<file path="config.mk">
export PLATFORM = sky130hd
export DESIGN_NAME = spi_rx_crc
export DESIGN_NICKNAME = d
export VERILOG_FILES = /design/src/rtl/spi_rx_pkg.sv /design/src/rtl/spi_rx_sync.sv /design/src/rtl/spi_rx_shift.sv /design/src/rtl/spi_rx_crcu.sv /design/src/rtl/spi_rx_crc.sv
export SDC_FILE = /design/constraint.sdc
export NUM_CORES = 1
export LEC_CHECK = 0
export ABC_AREA = 1
export BUFFER_PORTS_ARGS = -buffer_cell sky130_fd_sc_hd__buf_2
export CAP_MARGIN = 20
export CORE_ASPECT_RATIO = 0.5
export CORE_MARGIN = 2
export CORE_UTILIZATION = 40
export DETAILED_ROUTE_END_ITERATION = 10
export PLACE_DENSITY_LB_ADDON = 0.05
export SYNTH_ARGS = -nofsm -noshare
export SYNTH_HDL_FRONTEND = slang
export SYNTH_SLANG_ARGS = --single-unit
</file>
<file path="constraint.sdc">
create_clock -name clk -period 2.75 [get_ports clk]
set_input_delay 0.825 -clock clk [delete_from_list [all_inputs] [get_ports clk]]
set_output_delay 0.825 -clock clk [all_outputs]
set_load 0.02 [all_outputs]
</file>
<file path="src/rtl/spi_rx_pkg.sv">
package spi_rx_pkg;
    localparam int WORD_W = 8;

    localparam logic [2:0] ADR_DATA = 3'd0;
    localparam logic [2:0] ADR_STAT = 3'd1;
    localparam logic [2:0] ADR_POLY = 3'd2;
    localparam logic [2:0] ADR_CTRL = 3'd3;
    localparam logic [2:0] ADR_CNT  = 3'd4;

    localparam int CTL_EN  = 0;
    localparam int CTL_DMA = 1;
    localparam int CTL_CRC = 2;

    localparam int ST_RXNE = 0;
    localparam int ST_OVR  = 1;
    localparam int ST_CERR = 2;

    localparam logic [WORD_W-1:0] POLY_RST = 8'h07;

    // one word through a CRC-8 register, MSB first
    function automatic logic [WORD_W-1:0] crc_step(input logic [WORD_W-1:0] crc,
                                                   input logic [WORD_W-1:0] w,
                                                   input logic [WORD_W-1:0] poly);
        logic [WORD_W-1:0] c;
        logic fb;
        c = crc;
        for (int i = WORD_W - 1; i >= 0; i--) begin
            fb = c[WORD_W-1] ^ w[i];
            c  = {c[WORD_W-2:0], 1'b0} ^ (fb ? poly : '0);
        end
        return c;
    endfunction
endpackage

</file>
<file path="src/rtl/spi_rx_sync.sv">
module spi_rx_sync #(
    parameter int            STAGES  = 2,
    parameter int            W       = 3,
    parameter logic [W-1:0]  RST_VAL = '0
) (
    input  logic         clk,
    input  logic         rst_n,
    input  logic [W-1:0] din,
    output logic [W-1:0] dout
);
    logic [STAGES-1:0][W-1:0] pipe_d, pipe_q;

    assign pipe_d[0] = din;
    for (genvar g = 1; g < STAGES; g++) begin : g_stage
        assign pipe_d[g] = pipe_q[g-1];
    end

    always_ff @(posedge clk or negedge rst_n) begin
        if (!rst_n) pipe_q <= {STAGES{RST_VAL}};
        else        pipe_q <= pipe_d;
    end

    assign dout = pipe_q[STAGES-1];
endmodule

</file>
<file path="src/rtl/spi_rx_shift.sv">
module spi_rx_shift
    import spi_rx_pkg::*;
(
    input  logic              clk,
    input  logic              rst_n,
    input  logic              en,
    input  logic              sck,
    input  logic              sdi,
    input  logic              sel_n,
    output logic              word_done,
    output logic [WORD_W-1:0] word
);
    localparam int BIT_CW = $clog2(WORD_W);

    typedef struct packed {
        logic              sck_prev;
        logic [WORD_W-1:0] bits;
        logic [BIT_CW-1:0] cnt;
    } sh_t;

    sh_t st_d, st_q;
    logic rise, active, last;

    always_comb begin
        st_d          = st_q;
        rise          = sck & ~st_q.sck_prev;
        active        = en & ~sel_n;
        last          = (st_q.cnt == BIT_CW'(WORD_W - 1));
        st_d.sck_prev = sck;
        word          = {st_q.bits[WORD_W-2:0], sdi};
        word_done     = active & rise & last;
        if (!active) begin
            st_d.cnt = '0;
        end else if (rise) begin
            st_d.bits = word;
            st_d.cnt  = last ? '0 : st_q.cnt + 1'b1;
        end
    end

    always_ff @(posedge clk or negedge rst_n) begin
        if (!rst_n) st_q <= '{sck_prev: 1'b1, bits: '0, cnt: '0};
        else        st_q <= st_d;
    end
endmodule

</file>
<file path="src/rtl/spi_rx_crcu.sv">
module spi_rx_crcu
    import spi_rx_pkg::*;
#(
    parameter int CNT_W = 8
) (
    input  logic              clk,
    input  logic              rst_n,
    input  logic              active,
    input  logic              word_done,
    input  logic [WORD_W-1:0] word,
    input  logic [WORD_W-1:0] poly,
    input  logic [CNT_W-1:0]  limit,
    output logic              mismatch
);
    typedef struct packed {
        logic [WORD_W-1:0] crc;
        logic [CNT_W-1:0]  n;
    } cu_t;

    cu_t st_d, st_q;
    logic is_crc;

    always_comb begin
        st_d     = st_q;
        is_crc   = (st_q.n == limit);
        mismatch = active & word_done & is_crc & (word != st_q.crc);
        if (!active) begin
            st_d = '0;
        end else if (word_done) begin
            if (is_crc) begin
                st_d = '0;
            end else begin
                st_d.crc = crc_step(st_q.crc, word, poly);
                st_d.n   = st_q.n + 1'b1;
            end
        end
    end

    always_ff @(posedge clk or negedge rst_n) begin
        if (!rst_n) st_q <= '0;
        else        st_q <= st_d;
    end
endmodule

</file>
<file path="src/rtl/spi_rx_crc.sv">
module spi_rx_crc
    import spi_rx_pkg::*;
#(
    parameter int SYNC_STAGES = 2,
    parameter int CNT_W       = 8
) (
    input  logic        clk,
    input  logic        rst_n,
    input  logic        sclk,
    input  logic        mosi,
    input  logic        ss_n,
    input  logic        reg_wr,
    input  logic        reg_rd,
    input  logic [2:0]  reg_addr,
    input  logic [7:0]  reg_wdata,
    output logic [7:0]  reg_rdata,
    output logic        dma_req,
    input  logic        dma_ack,
    output logic [7:0]  dma_data,
    output logic        rxne,
    output logic        ovr,
    output logic        crc_err
);
    typedef struct packed {
        logic [WORD_W-1:0] data;
        logic              rxne;
        logic              ovr;
        logic              cerr;
        logic [WORD_W-1:0] poly;
        logic [2:0]        ctrl;
        logic [CNT_W-1:0]  cnt;
    } regs_t;

    regs_t r_d, r_q;

    logic [2:0]        pins_s;
    logic              word_done, mismatch, rd_hit, crc_on;
    logic [WORD_W-1:0] word;

    spi_rx_sync #(.STAGES(SYNC_STAGES), .W(3), .RST_VAL(3'b101)) u_sync (
        .clk  (clk),
        .rst_n(rst_n),
        .din  ({ss_n, mosi, sclk}),
        .dout (pins_s)
    );

    spi_rx_shift u_shift (
        .clk      (clk),
        .rst_n    (rst_n),
        .en       (r_q.ctrl[CTL_EN]),
        .sck      (pins_s[0]),
        .sdi      (pins_s[1]),
        .sel_n    (pins_s[2]),
        .word_done(word_done),
        .word     (word)
    );

    assign crc_on = r_q.ctrl[CTL_EN] & r_q.ctrl[CTL_DMA] & r_q.ctrl[CTL_CRC];

    spi_rx_crcu #(.CNT_W(CNT_W)) u_crc (
        .clk      (clk),
        .rst_n    (rst_n),
        .active   (crc_on),
        .word_done(word_done),
        .word     (word),
        .poly     (r_q.poly),
        .limit    (r_q.cnt),
        .mismatch (mismatch)
    );

    assign dma_req  = r_q.rxne & r_q.ctrl[CTL_DMA];
    assign dma_data = r_q.data;
    assign rxne     = r_q.rxne;
    assign ovr      = r_q.ovr;
    assign crc_err  = r_q.cerr;
    assign rd_hit   = (reg_rd && reg_addr == ADR_DATA) || (dma_ack && dma_req);

    always_comb begin
        r_d = r_q;
        if (reg_wr) begin
            case (reg_addr)
                ADR_STAT: begin
                    if (!reg_wdata[ST_OVR])  r_d.ovr  = 1'b0;
                    if (!reg_wdata[ST_CERR]) r_d.cerr = 1'b0;
                end
                ADR_POLY: r_d.poly = reg_wdata;
                ADR_CTRL: r_d.ctrl = reg_wdata[2:0];
                ADR_CNT:  r_d.cnt  = CNT_W'(reg_wdata);
                default: ;
            endcase
        end
        if (rd_hit) r_d.rxne = 1'b0;
        if (word_done) begin
            if (r_q.rxne && !rd_hit) begin
                r_d.ovr = 1'b1;
            end else begin
                r_d.data = word;
                r_d.rxne = 1'b1;
            end
        end
        if (mismatch) r_d.cerr = 1'b1;
    end

    always_ff @(posedge clk or negedge rst_n) begin
        if (!rst_n) r_q <= '{data: '0, rxne: 1'b0, ovr: 1'b0, cerr: 1'b0,
                             poly: POLY_RST, ctrl: '0, cnt: '0};
        else        r_q <= r_d;
    end

    always_comb begin
        case (reg_addr)
            ADR_DATA: reg_rdata = r_q.data;
            ADR_STAT: reg_rdata = {5'd0, r_q.cerr, r_q.ovr, r_q.rxne};
            ADR_POLY: reg_rdata = r_q.poly;
            ADR_CTRL: reg_rdata = {5'd0, r_q.ctrl};
            ADR_CNT:  reg_rdata = 8'(r_q.cnt);
            default:  reg_rdata = '0;
        endcase
    end
endmodule

</file>
==> results of run 1 <==
-- flip-flops by register name (all words and copies together), names as in the netlist --
name and cells:
dma_data 8, u_crc.st_q 16, u_shift.st_q 4, crc_err 1, u_sync.pipe_d 3, u_shift.word 7, u_sync.dout 3, rxne 1
r_q 19, ovr 1
-- Yosys cell counts --
library cell  count
nand2_4           5
xnor2_1          12
dfrtp_1          55
clkbuf_1          7
inv_2             6
a21oi_1           1
nand2_8           2
ha_1              3
buf_4             9
o21ai_2           1
nand2_2           9
nor2_8            1
nor2_4            3
inv_4             1
o211ai_1          5
nor2_2            2
o32ai_1           1
nor4_1            4
xor2_1           17
o21ai_1           2
nand4_1           5
nand3_2           4
a22oi_1           1
buf_2             4
inv_1            97
nand3_4           4
nand2_1         181
nor2_1           32
o21ai_0          54
xor2_2            1
nand3_1          82
a221oi_1          3
o22ai_1           6
buf_6             2
dfstp_2           8
nor3_1            6
-- cell families after synthesis --
kind of cell | Yosys count
and+or+nand+nor | 340
xor gates and xnor gates | 30
adders and majority gates | 3
DFF | 63
buffers and inverters | 126
AOI/OAI and AO/OA | 74
-- routing by layer --
metal / part of all wire, % / wire, microns / vias to the layer above
met5: 0 / 0 / -
met4: 1.6 / 212 / 0
met3: 5.3 / 726 / 20
met2: 44 / 6070 / 87
met1: 49 / 6638 / 2064
li1: - / - / 2224
-- layout make-up --
cell class	instances	area, sq um	share of cell area (%)
timing repair buffer	119	838.3	13.71
multi-input combinational	447	2758	45.09
sequential	63	1587	25.94
inverter	104	395.4	6.465
clock inverter	5	103.9	1.698
tap	145	181.4	2.966
clock buffer	11	252.7	4.133
-- worst max-delay path, stage by stage (launching register included) --
cell and delay, ps:
dfrtp_1 410, inv_1 90, nand2_1 80, nand2_2 130, nand3_4 110, nand2_4 130
nor2_4 50, nand2_4 80, nand3_4 100, nand2_4 90, inv_2 40, nor2_4 160
nand3_4 130, nand2_4 110, nor2_4 50, nand2_8 70, nand3_4 90, nand2_8 100
buf_6 100, nand3_4 80, nand2_4 110, inv_4 50, nor2_8 150, nand3_2 90
nand3_2 110, nand2_2 60
-- where the power goes --
group | switching [uW] | internal [uW]
Clock | 413 | 934
Sequential | 105 | 1020
Combinational | 941 | 583
Total | 1460 | 2530
-- worst paths after layout --
kind | start | end | slack, ps
worst max-delay path | u_crc.st_q[14] | u_crc.st_q[13] | -190
worst min-delay path | u_sync.pipe_d[4] | u_sync.dout[1] | 350
worst max register to register | u_crc.st_q[14] | u_crc.st_q[13] | -190
worst min register to register | u_sync.pipe_d[4] | u_sync.dout[1] | 350
max in group asynchronous | rst_n | r_q[11] | 1930
min in group asynchronous | rst_n | u_shift.st_q[1] | 490
-- stage by stage --
stage               setup TNS (ps)  hold WS, ps
floorplan                        0        331.2
global placement            -717.7        332.6
detailed placement           -1041        336.5
CTS                         -346.3        349.1
global route                 -2844        362.2
finish                       -1211        347.4
-- timing repair --
| item | CTS | global route |
|---|---|---|
| endpoints found under the setup margin | 8 | 18 |
| resized for setup | 59 | 58 |
| pin swaps | 23 | 41 |
| cloned | 0 | 0 |
| setup buffers | 27 | 7 |
==> metrics.yaml, run 1 <==
clk_pin_slew_ps: 60
setup_violations: 8
cap_violations: 0
critPathArrivalTime_ps: 3160
dieArea_sq_um: 12060
syn_nets: 658
synth-simple-area-share_pct: 36.44
yosysSeqAreaShare_pct: 35.57
reg2reg_depth: 25
ioPinCount: 39
muxShareOfSynthArea_pct: 0
drive_gt1_share_pct: 35.91
synth_area_leaders: "dfrtp_1 31%, nand2_1 15%, nand3_1 9.2%"
drt_first_pass_iters: 5
diodes: 0
ir_drop_v: 0.0004285
fin_crit_ps: 2937
clock_skew_ps: 5.006
core_area_sq_um: 10950
whs_path_depth: 0
antenna_found_initial: 0
tritoncts: "built"
syn_inst: 636
port_buffers: 38
relSlewSlack_pct: 66.69
drt_iter0_drc: 218
setup_ws_ps: -187.4
track_usage_pct: 23.96
status: "finished, violations left"
grt_pass1_wl_mm: 22.53
grt_setup_unrepaired: "true"
met2_usage_pct: 38.26
syn_area_per_cell_sq_um: 7.013
netlist.area_leader.share_pct: 30.86
placed_area_sq_um: 5090
grtUsageMet1_pct: 33.72
drc: 0
final_util_pct: 55.88
min_path_type: "reg -> reg"
htree_num_levels: 3
gr-usage-met3_pct: 4.141
end_kind: "register"
syn_area_sq_um: 4461
grt_pass1_vias: 4361
synth_compound_area_share_pct: 9.229
crit_type: "reg -> reg"
grt.busiest_layer: "met2"
numCtsBuffers: 9
num-nets-final: 766
p_total_uw: 3993
crit_fanout: 7
clock_path_buffers: 2
nFillCells: 1074
synth_xor_area_share_pct: 6.059
gp_congestion: 0.8945
synth_top_family_by_area: "simple AND/OR/NAND/NOR gates"
cts-root-buf: "clkbuf_16"
numClockSinks: 63
cp_data_required_time_ps: 2970
final_cell_mix: "145 x nand2_1, 92 x inv_1, 75 x buf_4, 55 x dfrtp_1, 52 x nand3_1"
netlist.top_cell.by_area: "dfrtp_1"
grt_max_degree: 64
fmax_mhz: 340.4
worst_pin_slew_ps: 498.2
stdcell_count: 894
die_width_microns: 153.3
post_drt_via_cell_ratio: 4.916
violations: "negative setup slack"
wl_per_cell_microns: 15.27
insertion_delay_ps: 330
cts_hold_buf: 0
final_cell_area_sq_um: 6116
die_h_microns: 78.67
slew_violations: 0
post-place-ws_ps: -203.7
synthToLayoutAreaGrowth_pct: 37.11
grt.overflow.total: 0
ys_types: 36
ys.warnings.count: 0
rows: 27
worst_setup_path_start_kind: "register"
power_leakage_uw: 0.002987
powerDensity_nw_per_um2: 653.0
start_util_pct: 40.75
synthAdderAreaFrac_pct: 0.8415
period_share_pct: 106.8
layout_commonest_cell: "nand2_1"
ys_ff_latch: 63
hold_violations: 0
vias: 4395
place_hpwl_mm: 9.877
wirelength_mm: 13.65
ant_nets: 0
placed_cells: 847
Power figures use the tool's default switching activity.
==> run 2: changes to the inputs <==
==> constraint.sdc (replaced) <==
create_clock -name clk -period 2.75 [get_ports clk]
set_input_delay 0.1375 -clock clk [delete_from_list [all_inputs] [get_ports clk]]
set_output_delay 0.1375 -clock clk [all_outputs]
set_load 0.02 [all_outputs]
==> run 2 against run 1 <==
  * The flow still finishes with violations (negative setup slack)
  * Sequential power barely moved
  * Combinational power is essentially flat
  * Wire length decreased by 0.24%
  * Cell area is 2.0% lower
  * Flip-flop and latch count stayed put
  * Final cell count is 1.8% lower
  * Largest power group unchanged
  * Highest routed layer unchanged
==> metrics.yaml, run 2 (same netlist as run 1, synthesis figures left out) <==
diodes: 0  # unchanged
drc: 0  # unchanged
rows: 27  # unchanged
drive_gt1_share_pct: 32.74  # -3.2 points
grt_pass1_wl_mm: 21.52  # -4.5%
hold_violations: 0  # unchanged
grt_setup_unrepaired: "true"
placed_area_sq_um: 5090  # unchanged
powerDensity_nw_per_um2: 663.7  # +1.6%
violations: "negative setup slack"
cts-root-buf: "clkbuf_16"
slew_violations: 0  # unchanged
status: "finished, violations left"
htree_num_levels: 3  # unchanged
layout_commonest_cell: "nand2_1"
track_usage_pct: 23.20  # -0.76 points
dieArea_sq_um: 12060  # unchanged
cp_data_required_time_ps: 2970  # about the same
worstHoldStart: "reg_wdata[1]"
worst_pin_slew_ps: 752.4  # +254.2 ps
critPathArrivalTime_ps: 3130  # -30 ps
numClockSinks: 63  # unchanged
end_kind: "register"
r2r_slack_ps: -160  # +20 ps
clock_path_buffers: 2  # unchanged
power_leakage_uw: 0.002922  # -2.2%
wirelength_mm: 13.62  # -0.24%
rr_endpoint: "u_crc.st_q[15]"
die_width_microns: 153.3  # unchanged
port_buffers: 38  # unchanged
setup_violations: 8  # unchanged
tritoncts: "built"
final_cell_mix: "152 x nand2_1, 94 x inv_1, 58 x buf_4, 54 x dfrtp_1, 52 x nand3_1"
r2r_start: "u_shift.word[6]"
ioPinCount: 39  # unchanged
num-nets-final: 750  # -2.1%
grt_max_degree: 34  # -47%
numCtsBuffers: 9  # unchanged
ant_nets: 0  # unchanged
crit_type: "reg -> reg"
largest_reg_flops: 19  # unchanged
drt_iter0_drc: 262  # +20%
regMostFlops: "r_q"
ir_drop_v: 0.0003222  # -25%
start_util_pct: 40.75  # unchanged
worst_setup_path_start_kind: "register"
insertion_delay_ps: 340  # about the same
drt_first_pass_iters: 5  # unchanged
whs_path_depth: 3  # +3
vias: 4393  # -0.046%
gp_congestion: 0.9082  # +1.5%
min_path_type: "in -> reg"
final_cell_area_sq_um: 5991  # -2.0%
place_hpwl_mm: 10.33  # +4.6%
fmax_mhz: 343.3  # +0.85%
period_share_pct: 105.9  # -0.90 points
relSlewSlack_pct: 49.84  # -17 points
placed_cells: 847  # unchanged
cap_violations: 0  # unchanged
clk_pin_slew_ps: 60  # about the same
post_drt_via_cell_ratio: 5.003  # +1.8%
fin_crit_ps: 2913  # -24.72 ps
crit_fanout: 8  # +1
post-place-ws_ps: -246.7  # -43.00 ps
grt_pass1_vias: 4114  # -5.7%
p_total_uw: 3976  # -0.44%
setup_ws_ps: -162.7  # +24.72 ps
hold-path-endpoint: "ovr"
core_area_sq_um: 10950  # unchanged
stdcell_count: 878  # -1.8%
synthToLayoutAreaGrowth_pct: 34.31
grt.overflow.total: 0  # unchanged
reg2reg_depth: 24  # -4.0%
wl_per_cell_microns: 15.51  # +1.6%
antenna_found_initial: 0  # unchanged
die_h_microns: 78.67  # unchanged
clock_skew_ps: 5.988  # +0.9821 ps
-- run 2: cell type report --
type                       count  area [sq um]
sequential                    63          1588
fill                        1068          4955
inverter                     104         395.4
tap                          145         181.4
clock buffer                  10         239.0
multi-input combinational    447          2764
clock inverter                 6         115.1
timing repair buffer         103         708.2
-- run 2: worst max path at each step --
stage	startpoint	to	slack, ps	cells past startpoint
2_1_floorplan	u_shift.word[7]	u_crc.st_q[14]	150	23
3_3_place_gp	u_shift.word[6]	u_crc.st_q[14]	-210	24
3_5_place_dp	u_shift.word[6]	u_crc.st_q[15]	-250	27
4_1_cts	u_crc.st_q[15]	u_crc.st_q[15]	-100	25
5_1_grt	u_shift.word[6]	u_crc.st_q[13]	-400	24
6_report	u_shift.word[6]	u_crc.st_q[15]	-160	24
-- run 2: per-stage QoR --
step	TNS, ps	hold slack [ps]	utilization (%)
2_1_floorplan	0	-158.1	-
3_3_place_gp	-1089	243.2	46.50
3_5_place_dp	-1292	243.8	46.50
4_1_cts	-531.9	63.64	52.53
5_1_grt	-2961	86.66	54.73
6_report	-1089	81.61	54.73
-- run 2: power by group --
part / internal, uW / switching (uW) / leakage (uW)
sequential: 1020 / 110 / 0.000820
combinational: 552 / 936 / 0.00193
clock: 916 / 446 / 0.000170
-- run 2: worst max-delay path, stage by stage, from the launching register on --
cell     delay (ps)
dfrtp_1         400
inv_2            70
nand2_1          50
nand2_2         110
inv_1            60
nand2_2         120
nand2_4         100
o21ai_2         130
nand2_2         110
nand2_4         110
inv_2            50
nor2_4          170
nand3_4         130
nand2_4         120
nor2_4           60
nand2_8          70
nand3_2         100
nand2_1         150
inv_1            60
nor2_2          140
nand3_4         150
nand3_2         110
nand2_1          60
nand3_2          90
nand2_2          60
-- run 2: repair_timing --
action | 4_1_cts | 5_1_grt
pin swaps | 20 | 37
hold buffers | 4 | 0
buffers inserted | 7 | 4
endpoints found under the setup margin | 8 | 8
gates resized for setup | 59 | 49
hold endpoints to repair | 26 | 0
-- run 2: layer usage --
layer / vias to the layer above / share of wire (%) / GRT usage [%]
met4: 0 / 1.4 / 6.330
met2: 96 / 44 / 36.25
met1: 2083 / 50 / 33.24
met3: 17 / 4.5 / 4.086
li1: 2197 / - / -
met5: - / 0 / 0
==> run 3: changes to the inputs <==
- CORE_UTILIZATION: 40 -> 37
==> run 3 against run 2 <==
  * The run still ends with negative setup slack left
  * Flip-flop and latch count unchanged
  * Final cell count rose by 2.3%
  * Critical path depth up 1
  * Utilization is 5.1 points lower
  * Die area increased by 7.8%
  * Maximum frequency grew 0.27%
  * Clock-buffer cell count rose by 3
  * Clock skew barely moved
  * Non-clock buffer count stayed put
  * Clock power down 19%
==> metrics.yaml, run 3 (same netlist as run 1, synthesis figures left out) <==
die_h_microns: 81.64  # +3.8%
slowest_delay_ps: 410  # about the same
slew_violations: 0  # unchanged
worst_pin_slew_ps: 610.3  # -142.1 ps
r2r_slack_ps: -150  # about the same
rows: 28  # +3.7%
critical_path.most_common_cell: "nand3_4"
layout_commonest_cell: "nand2_1"
crit_fanout: 8  # unchanged
hold_violations: 0  # unchanged
dieArea_sq_um: 13000  # +7.8%
rr_endpoint: "u_crc.st_q[15]"
synthToLayoutAreaGrowth_pct: 31.05
grt_max_degree: 27  # -21%
track_usage_pct: 20.98  # -2.2 points
placed_cells: 862  # +1.8%
grt_pass1_wl_mm: 21.02  # -2.3%
worstHoldStart: "reg_wdata[1]"
final_cell_mix: "153 x nand2_1, 93 x inv_1, 60 x nand3_1, 55 x buf_4, 54 x dfrtp_1"
finalSetupTns_ps: -954.1  # +135.3 ps
final_cell_area_sq_um: 5846  # -2.4%
wl_per_cell_microns: 14.79  # -4.6%
critPathArrivalTime_ps: 3100  # -30 ps
start_util_pct: 37.89  # -2.9 points
p_total_uw: 3709  # -6.7%
clock_skew_ps: 5.704  # -0.2848 ps
drive_gt1_share_pct: 30.70  # -2.0 points
core_area_sq_um: 11770  # +7.5%
ir_drop_v: 0.0002479  # -23%
cp_data_required_time_ps: 2950  # -20 ps
ioPinCount: 39  # unchanged
htree_num_levels: 3  # unchanged
wirelength_mm: 13.28  # -2.5%
regMostFlops: "r_q"
crit_path_top_delay_cell: "dfrtp_1"
ant_nets: 0  # unchanged
setup_violations: 8  # unchanged
violations: "negative setup slack"
r2r_start: "u_crc.st_q[14]"
period_share_pct: 105.6  # -0.29 points
largest_reg_flops: 19  # unchanged
grt_pass1_vias: 3915  # -4.8%
status: "finished, violations left"
port_buffers: 38  # unchanged
clk_pin_slew_ps: 50  # about the same
vias: 4281  # -2.5%
final_util_pct: 49.66  # -5.1 points
powerDensity_nw_per_um2: 634.5  # -4.4%
setup_ws_ps: -154.7  # +7.975 ps
min_path_type: "in -> reg"
post_drt_via_cell_ratio: 4.767  # -4.7%
crit_type: "reg -> reg"
numCtsBuffers: 9  # unchanged
reg2reg_depth: 25  # +4.2%
antenna_found_initial: 0  # unchanged
drt_iter0_drc: 202  # -23%
grt.overflow.total: 0  # unchanged
worst_setup_path_start_kind: "register"
placed_area_sq_um: 5065  # -0.49%
die_width_microns: 159.3  # +3.9%
end_kind: "register"
power_leakage_uw: 0.002847  # -2.5%
grt_setup_unrepaired: "true"
place_hpwl_mm: 10.38  # +0.53%
fin_crit_ps: 2905  # -7.975 ps
clock_path_buffers: 2  # unchanged
hold-path-endpoint: "ovr"
diodes: 0  # unchanged
insertion_delay_ps: 320  # -20 ps
num-nets-final: 750  # unchanged
drc: 0  # unchanged
tritoncts: "built"
cts-root-buf: "clkbuf_16"
fmax_mhz: 344.3  # +0.27%
cap_violations: 0  # unchanged
whs_path_depth: 3  # unchanged
numClockSinks: 63  # unchanged
relSlewSlack_pct: 59.31  # +9.5 points
drt_first_pass_iters: 4  # -1
gp_congestion: 0.9315  # +2.6%
stdcell_count: 898  # +2.3%
==> run 3: cell count changes in the layout (fill, tap and decap cells not counted), moves of 3 or more <==
cell,change
buf_4,-3
buf_6,+3
clkbuf_1,+3
nand2_4,-3
nand3_1,+8
nand3_2,-5
nand3_4,-3
nor2_1,+3
nor2_4,-5
==> run 3: what timing repair did <==
item                       in CTS  in global routing
setup endpoints to repair       8                  8
hold buffers                    4                  0
resized for setup              65                 21
setup buffers                  11                  5
pin swaps                      30                 13
hold endpoints to repair       25                  0
==> run 3: layer usage <==
layer  wire, microns  GRT usage (%)
met1            6803          30.16
met2            5920          34.17
met3             485          3.485
met4              71          3.091
met5               0              0
==> run 3: where the power goes <==
part,switching (uW),internal (uW)
logic,922,574
registers,96.7,1020
clock network,374,725
==> run 3: per-stage QoR <==
| step | worst slack (ps) | hold WS (ps) |
|---|---|---|
| final | -154.7 | 86.00 |
| after global routing | -400.8 | 88.75 |
| after CTS | -112.9 | 70.18 |
| after detailed placement | -361.8 | 178.1 |
| after global placement | -341.8 | 176.3 |
| after floorplan | 148.6 | -158.1 |
==> run 3: cell type report <==
type / count / area [sq um]
Clock buffer: 13 / 250.2
Clock inverter: 3 / 42.54
Fill cell: 1259 / 5926
Inverter: 104 / 395.4
Multi-Input combinational cell: 447 / 2644
Sequential cell: 63 / 1588
Tap cell: 165 / 206.4
Timing Repair Buffer: 103 / 719.4
==> run 3: worst max-delay path: cells and delay by family, from the launching register on <==
kind | cells | cell delay [ps]
flip-flops | 1 | 410
AND/OR/NAND/NOR | 21 | 2090
buffers and inverters | 4 | 240
==> run 3: worst max path at each step <==
stage / from / depth (start not counted) / slack (ps) / endpoint
global route: u_shift.word[7] / 26 / -400 / u_crc.st_q[15]
floorplan: u_shift.word[7] / 23 / 150 / u_crc.st_q[14]
finish: u_crc.st_q[14] / 25 / -150 / u_crc.st_q[15]
detailed placement: u_shift.word[6] / 26 / -360 / u_crc.st_q[15]
global placement: u_shift.word[6] / 24 / -340 / u_crc.st_q[15]
CTS: u_crc.st_q[15] / 25 / -110 / u_crc.st_q[15]
